File: src/rtl/pco_pkg.sv
package pco_pkg;
  localparam int ACC_W   = 40;
  localparam int CHAR_W  = 5;
  localparam int ADDR_W  = 13;
  localparam int DIGIT_W = 3;

  typedef struct packed {
    logic load;
    logic step;
    logic last;
    logic multiSel;
  } dpCtrl_t;

  typedef enum logic [1:0] {
    ST_IDLE   = 2'd0,
    ST_SEND   = 2'd1,
    ST_WAIT   = 2'd2,
    ST_FINISH = 2'd3
  } seqState_t;
endpackage

File: src/rtl/pco_datapath.sv
module pco_datapath
  import pco_pkg::*;
#(
  parameter int ACC_W_P  = ACC_W,
  parameter int CHAR_W_P = CHAR_W
) (
  input  logic                clk,
  input  logic                rstN,
  input  dpCtrl_t             ctrl,
  input  logic [ACC_W_P-1:0]  accIn,
  input  logic [CHAR_W_P-1:0] charIn,
  output logic [ACC_W_P-1:0]  accOut,
  output logic [CHAR_W_P-1:0] holdOut,
  output logic [CHAR_W_P-1:0] charOut
);
  localparam int REST_W = ACC_W_P - CHAR_W_P;

  logic [ACC_W_P-1:0]  accReg;
  logic [CHAR_W_P-1:0] holdReg;
  logic [CHAR_W_P-1:0] singleReg;
  logic [CHAR_W_P-1:0] topChar;
  logic [CHAR_W_P-1:0] refill;

  assign topChar = accReg[ACC_W_P-1 -: CHAR_W_P];
  assign refill  = ctrl.last ? '0 : holdReg;

  always_ff @(posedge clk or negedge rstN) begin
    if (!rstN) begin
      accReg    <= '0;
      holdReg   <= '0;
      singleReg <= '0;
    end else if (ctrl.load) begin
      accReg    <= accIn;
      singleReg <= charIn;
    end else if (ctrl.step) begin
      holdReg <= topChar;
      accReg  <= {accReg[REST_W-1:0], refill};
    end
  end

  assign charOut = ctrl.multiSel ? topChar : singleReg;
  assign accOut  = accReg;
  assign holdOut = holdReg;
endmodule

File: src/rtl/pco_control.sv
module pco_control
  import pco_pkg::*;
#(
  parameter int          ADDR_W_P  = ADDR_W,
  parameter int          DIGIT_W_P = DIGIT_W,
  parameter int unsigned LOOP_BASE = 'o7760
) (
  input  logic                clk,
  input  logic                rstN,
  input  logic                cmdValid,
  input  logic [ADDR_W_P-1:0] cmdAddr,
  input  logic                nextIsTov,
  input  logic                devReady,
  input  logic                devEchoErr,
  output dpCtrl_t             ctrl,
  output logic                devValid,
  output logic                donePulse,
  output logic                ovflPulse,
  output logic                branchReq,
  output logic                haltOut,
  output logic                errLamp,
  output logic                alphaMode,
  output logic                illegalAddr
);
  localparam int CNT_W     = DIGIT_W_P + 1;
  localparam int MAX_CHARS = 1 << DIGIT_W_P;
  localparam int WADDR_W   = ADDR_W_P - 1;

  seqState_t              state;
  logic [CNT_W-1:0]       remain;
  logic [CNT_W-1:0]       startCount;
  logic [WADDR_W-1:0]     wordAddr;
  logic [DIGIT_W_P-1:0]   digit;
  logic                   isMulti;
  logic                   multiReg;
  logic                   errSticky;
  logic                   accept;
  logic                   badSpare;

  assign wordAddr = cmdAddr[ADDR_W_P-1:1];
  assign digit    = cmdAddr[DIGIT_W_P:1];
  assign isMulti  = wordAddr >= WADDR_W'(LOOP_BASE);
  assign badSpare = isMulti && cmdAddr[0];
  assign accept   = (state == ST_IDLE) && cmdValid && !badSpare;

  always_comb begin
    if (!isMulti)
      startCount = CNT_W'(1);
    else if (digit == '0)
      startCount = CNT_W'(MAX_CHARS);
    else
      startCount = {1'b0, digit};
  end

  always_ff @(posedge clk or negedge rstN) begin
    if (!rstN) begin
      state       <= ST_IDLE;
      remain      <= '0;
      multiReg    <= 1'b0;
      errSticky   <= 1'b0;
      errLamp     <= 1'b0;
      haltOut     <= 1'b0;
      illegalAddr <= 1'b0;
    end else begin
      illegalAddr <= 1'b0;
      case (state)
        ST_IDLE: begin
          if (cmdValid && badSpare) begin
            illegalAddr <= 1'b1;
          end else if (accept) begin
            remain    <= startCount;
            multiReg  <= isMulti;
            errSticky <= 1'b0;
            errLamp   <= 1'b0;
            haltOut   <= 1'b0;
            state     <= ST_SEND;
          end
        end
        ST_SEND: state <= ST_WAIT;
        ST_WAIT: begin
          if (devReady) begin
            if (devEchoErr) begin
              errSticky <= 1'b1;
              errLamp   <= 1'b1;
            end
            remain <= remain - CNT_W'(1);
            state  <= (remain == CNT_W'(1)) ? ST_FINISH : ST_SEND;
          end
        end
        ST_FINISH: begin
          if (errSticky) begin
            if (nextIsTov) errLamp <= 1'b0;
            else           haltOut <= 1'b1;
          end
          state <= ST_IDLE;
        end
        default: state <= ST_IDLE;
      endcase
    end
  end

  always_comb begin
    ctrl.load     = accept;
    ctrl.step     = (state == ST_WAIT) && devReady && multiReg;
    ctrl.last     = remain == CNT_W'(1);
    ctrl.multiSel = multiReg;
  end

  assign devValid  = state == ST_SEND;
  assign donePulse = state == ST_FINISH;
  assign ovflPulse = donePulse && errSticky;
  assign branchReq = ovflPulse && nextIsTov;
  assign alphaMode = state != ST_IDLE;
endmodule

File: src/rtl/packed_char_out.sv
module packed_char_out
  import pco_pkg::*;
#(
  parameter int          ACC_W_P   = ACC_W,
  parameter int          CHAR_W_P  = CHAR_W,
  parameter int          ADDR_W_P  = ADDR_W,
  parameter int          DIGIT_W_P = DIGIT_W,
  parameter int unsigned LOOP_BASE = 'o7760
) (
  input  logic                clk,
  input  logic                rstN,
  input  logic                cmdValid,
  input  logic [ADDR_W_P-1:0] cmdAddr,
  input  logic [CHAR_W_P-1:0] cmdChar,
  input  logic [ACC_W_P-1:0]  accIn,
  input  logic                nextIsTov,
  input  logic                devReady,
  input  logic                devEchoErr,
  output logic [CHAR_W_P-1:0] devChar,
  output logic                devValid,
  output logic                donePulse,
  output logic                ovflPulse,
  output logic                branchReq,
  output logic                haltOut,
  output logic                errLamp,
  output logic                alphaMode,
  output logic                illegalAddr,
  output logic [ACC_W_P-1:0]  accOut,
  output logic [CHAR_W_P-1:0] holdOut
);
  dpCtrl_t ctrl;

  pco_control #(
    .ADDR_W_P(ADDR_W_P), .DIGIT_W_P(DIGIT_W_P), .LOOP_BASE(LOOP_BASE)
  ) u_ctrl (
    .clk(clk), .rstN(rstN), .cmdValid(cmdValid), .cmdAddr(cmdAddr),
    .nextIsTov(nextIsTov), .devReady(devReady), .devEchoErr(devEchoErr),
    .ctrl(ctrl), .devValid(devValid), .donePulse(donePulse),
    .ovflPulse(ovflPulse), .branchReq(branchReq), .haltOut(haltOut),
    .errLamp(errLamp), .alphaMode(alphaMode), .illegalAddr(illegalAddr)
  );

  pco_datapath #(
    .ACC_W_P(ACC_W_P), .CHAR_W_P(CHAR_W_P)
  ) u_dp (
    .clk(clk), .rstN(rstN), .ctrl(ctrl), .accIn(accIn), .charIn(cmdChar),
    .accOut(accOut), .holdOut(holdOut), .charOut(devChar)
  );
endmodule

File: config.mk
export PLATFORM = sky130hd
export DESIGN_NAME = packed_char_out
export DESIGN_NICKNAME = d
export VERILOG_FILES = /design/src/rtl/pco_pkg.sv /design/src/rtl/pco_datapath.sv /design/src/rtl/pco_control.sv /design/src/rtl/packed_char_out.sv
export SDC_FILE = /design/constraint.sdc
export NUM_CORES = 1
export LEC_CHECK = 0
export BUFFER_PORTS_ARGS = -buffer_cell sky130_fd_sc_hd__buf_2
export CELL_PAD_IN_SITES_DETAIL_PLACEMENT = 1
export CELL_PAD_IN_SITES_GLOBAL_PLACEMENT = 2
export CORE_AREA = 10 10 100 125
export CTS_CLUSTER_SIZE = 24
export DETAILED_ROUTE_END_ITERATION = 10
export DIE_AREA = 0 0 110 135
export HOLD_SLACK_MARGIN = 0.12
export PLACE_DENSITY_LB_ADDON = 0.1
export SLEW_MARGIN = 20
export SYNTH_ARGS = -nofsm -noshare
export SYNTH_HDL_FRONTEND = slang
export SYNTH_SLANG_ARGS = --single-unit
File: constraint.sdc
create_clock -name clk -period 2.5 [get_ports clk]
set_input_delay 0.25 -clock clk [delete_from_list [all_inputs] [get_ports clk]]
set_output_delay 0.25 -clock clk [all_outputs]
set_load 0.005 [all_outputs]
==> results.md <==
* Postcts setup bufs at 0
* Fillcell total at around 1.2k
* Number of flops mapped to enable cells by yosys at 0
* Core footprint at 0.01000 mm²
* Slowest Stage Delay on Critical Path at 0.47 ns
* Non-filler instance count after layout at 553
* Boundary Pins at 122
* Final net count at a little under 500
* Adder-Cell Fraction of Synth Area at 0.8745%
* Largest net degree at the start of global routing at 74
* Sequential share of the synthesized area at 53.34%
* Status: complete, no violations
* Vias at 2730
* Die Ht at 135 µm
* Unrepaired setup endpoints after global routing: false
* Die area at 0.01485 mm²
* First-pass GRT wire length at 16.16 mm
* Pins Over Slew Limit at 0
* Synth Area in Compound Gates at 22.04%
* Period utilization at around 77%
* Final GP Congestion at roughly 0.78
* DRT iter0 DRCs at between 70 and 80
* Synth Register Bits at 61
* First-pass DRT Iterations at 4
* Die width at around 110 µm
* DP Area at 0.003602 mm²
* Async S/R FF share, synth at 100.0%
* Clk Latency, worst-skew pair at around 0.32 ns
* # resized after CTS at 0
* Power Density at 1227 mW/mm²
* Synth unique cells at 40
* Crit path capture type: register
* Fin util at a little under 40%
* Hold Path Class: input port to register
* Buf/Inv on CP at 0
* Layout area overhead at 36.29%
* Worst Path Required at 2.71 ns
* Clock sink total at 61
* Mean Syn Cell Area at between 9 and 10 µm²
* H-tree Lvls at 3
* Port Buffers at 120
* Top_reg_cell synth: dfrtp_1
* Critical path arrival at 2.12 ns
* Worst slew pin tran at 0.5082 ns
* Final HPWL DP at 7.755 mm
* R2R setup slack at 0.58 ns
* Kind of critical path: register to register
* Maxcap violations at 0
* Initial antenna violation count at 0
* Skew final at 0.005041 ns
* Critical Path Start Type: register
* # hold bufs at CTS at 3
* Initial core utilization at between 20% and 30%
* Final WL at 10.27 mm
* Fmax at roughly 520 MHz
* Fin. Hold Viols at 0
* Root Driver: clkbuf_16
* Worst path top cell family by delay: simple AND/OR/NAND/NOR gates
* CTS clock-pin slew for the worst setup and hold paths at around 0.050 ns
* WL/cell at 18.56 µm
* Fin crit period at 1.919 ns
* Lkg Pwr at 1.951 nW
* Mux cell area share after synthesis at 2.711%
* Setup violators final at 0
* TritonCTS clock tree: yes
* Setup TNS at 0 ns
* ANT nets after route at 0
* Total track usage at 13.86%
* Area contributors post-synth: dfrtp_1, a22oi_1, nand2_1, o21ai_0, mux2_2
* CTS max path bufs at 2
* Diodes inserted at 0
* DRC viols at 0
* Num CTS Buffers at 9
* Largest family of logic cells by synthesized area: compound AO/OA/AOI/OAI gates
* Vias in the first global route at 2964
* CP cell instances: or3b_4, a31o_2, nand2_2, mux2_2
* Design area at 0.003900 mm²
* Crit path max fanout at 15
* Cell Rows at a little over 40
* Simple logic cell fraction of the synthesized area at between 10% and 20%
* Post-synth top area cell: dfrtp_1
* Via density at 4.937
* YS warnings at 0
* Synth top area share at 53.34%
* Max VDD drop at approximately 0.35 mV
* Slew headroom at 66.12%
* Synth Instances at 296
* Placed cell count at 535
* Post-synthesis instance area at between 0.002 and 0.003 mm²
* Total congestion overflow at 0
* Share of layout cells above drive strength 1 at a little under two fifths
* Mapped Nets at 362
* Xor-xnor portion of the synthesized cell area at 0%
* Slowest-stage cell, CP: dfrtp_1
==> sequential cells by signal, indices dropped and copies added (netlist names) <==
register and count:
u_ctrl.state 2, u_ctrl.multiReg 1, u_ctrl.remain 4, u_ctrl.illegalAddr 1
u_dp.accOut 40, u_ctrl.haltOut 1, u_ctrl.errSticky 1, u_dp.holdOut 5
u_dp.singleReg 5, u_ctrl.errLamp 1
==> metal layers <==
layer / vias to the layer above / track usage [%] / routed length (µm)
met1: 1340 / 16.88 / 4253
met4: 0 / 3.478 / 75
li1: 1306 / - / -
met2: 77 / 22.44 / 5117
met5: - / 0 / 0
met3: 7 / 5.048 / 818
==> worst min-delay path, delay by kind of cell <==
kind | cells | cell delay, ns
buffers and inverters | 1 | 0.07
and+or+nand+nor | 2 | 0.09
==> placed cells by master, fill, tap and decap left out, types with 2 or more instances in the layout <==
| cell | count |
|---|---|
| clkbuf_16 | 9 |
| dlygate4sd3_1 | 3 |
| and2_1 | 2 |
| clkinvlp_4 | 2 |
| nor4_1 | 2 |
| nor2_1 | 14 |
| a22oi_1 | 35 |
| buf_2 | 120 |
| o21ai_1 | 9 |
| mux2_2 | 6 |
| and4_1 | 2 |
| a221oi_1 | 5 |
| and3_1 | 2 |
| a2bb2oi_1 | 2 |
| ha_1 | 2 |
| o21ai_0 | 27 |
| nor2b_1 | 2 |
| clkinv_2 | 2 |
| buf_4 | 8 |
| nand4_1 | 2 |
| a31oi_1 | 2 |
| buf_12 | 2 |
| nand2_1 | 70 |
| dfrtp_1 | 61 |
| inv_1 | 6 |
| a21oi_1 | 8 |
| or2_2 | 2 |
==> metrics by stage <==
step | hold slack (ns) | power, W | setup WS (ns)
final | 0.1270 | 0.004785 | 0.5806
after CTS | 0.1216 | 0.004908 | 0.5847
after global placement | 0.1930 | 0.003703 | 0.5950
after floorplan | -0.04559 | 0.002828 | 0.8607
after global routing | 0.1265 | 0.005239 | 0.4770
after detailed placement | 0.1908 | 0.003754 | 0.5895
==> logic make-up after synthesis <==
logic type                 Yosys count
and+or+nand+nor                    105
AOI/OAI and AO/OA                   95
DFF                                 61
buffers and inverters               26
muxes                                7
adders and majority gates            2
==> area by class of cell <==
cell class / count / area (µm²) / share of cell area [%]
flip-flops and latches: 61 / 1526 / 39.14
clock inverters: 4 / 25.02 / 0.6416
inverters: 6 / 22.52 / 0.5775
repair buffers: 133 / 730.7 / 18.74
multi-input cells: 209 / 1191 / 30.54
clock buffers: 11 / 242.7 / 6.224
well taps: 129 / 161.4 / 4.139
==> synthesized netlist by cell type (2+ instances only) <==
cell	n
nor2b_1	2
and4_1	2
buf_2	7
a2bb2oi_1	2
or2_2	2
clkbuf_2	3
o21ai_0	27
dfrtp_1	61
nor2_1	14
a31oi_1	2
ha_1	2
and2_1	2
clkbuf_1	5
a221oi_1	5
nand4_1	2
inv_1	6
nand2_1	70
a22oi_1	35
a21oi_1	8
nor4_1	2
o21ai_1	9
mux2_2	6
buf_6	4
and3_1	2
==> final timing paths <==
check | from | end | depth (start not counted)
max | u_ctrl.state[0]$_DFFE_PN0P_ | u_ctrl.remain[1]$_DFFE_PN0P_ | 4
min | cmdChar[3] | u_dp.singleReg[3]$_DFFE_PN0N_ | 3
max reg2reg | u_ctrl.state[0]$_DFFE_PN0P_ | u_ctrl.remain[1]$_DFFE_PN0P_ | 4
min reg2reg | u_dp.singleReg[2]$_DFFE_PN0N_ | u_dp.singleReg[2]$_DFFE_PN0N_ | 2
max in group asynchronous | rstN | u_dp.accOut[32]$_DFFE_PN0P_ | 3
min in group asynchronous | rstN | u_dp.accOut[28]$_DFFE_PN0P_ | 2
==> where the power goes <==
group | switching [W] | total (W) | internal, W
clock network | 0.000437 | 0.00113 | 0.000688
registers | 0.000424 | 0.00187 | 0.00145
logic | 0.000945 | 0.00179 | 0.000841
total | 0.00181 | 0.00478 | 0.00298
(Power assumes the default switching activity.)
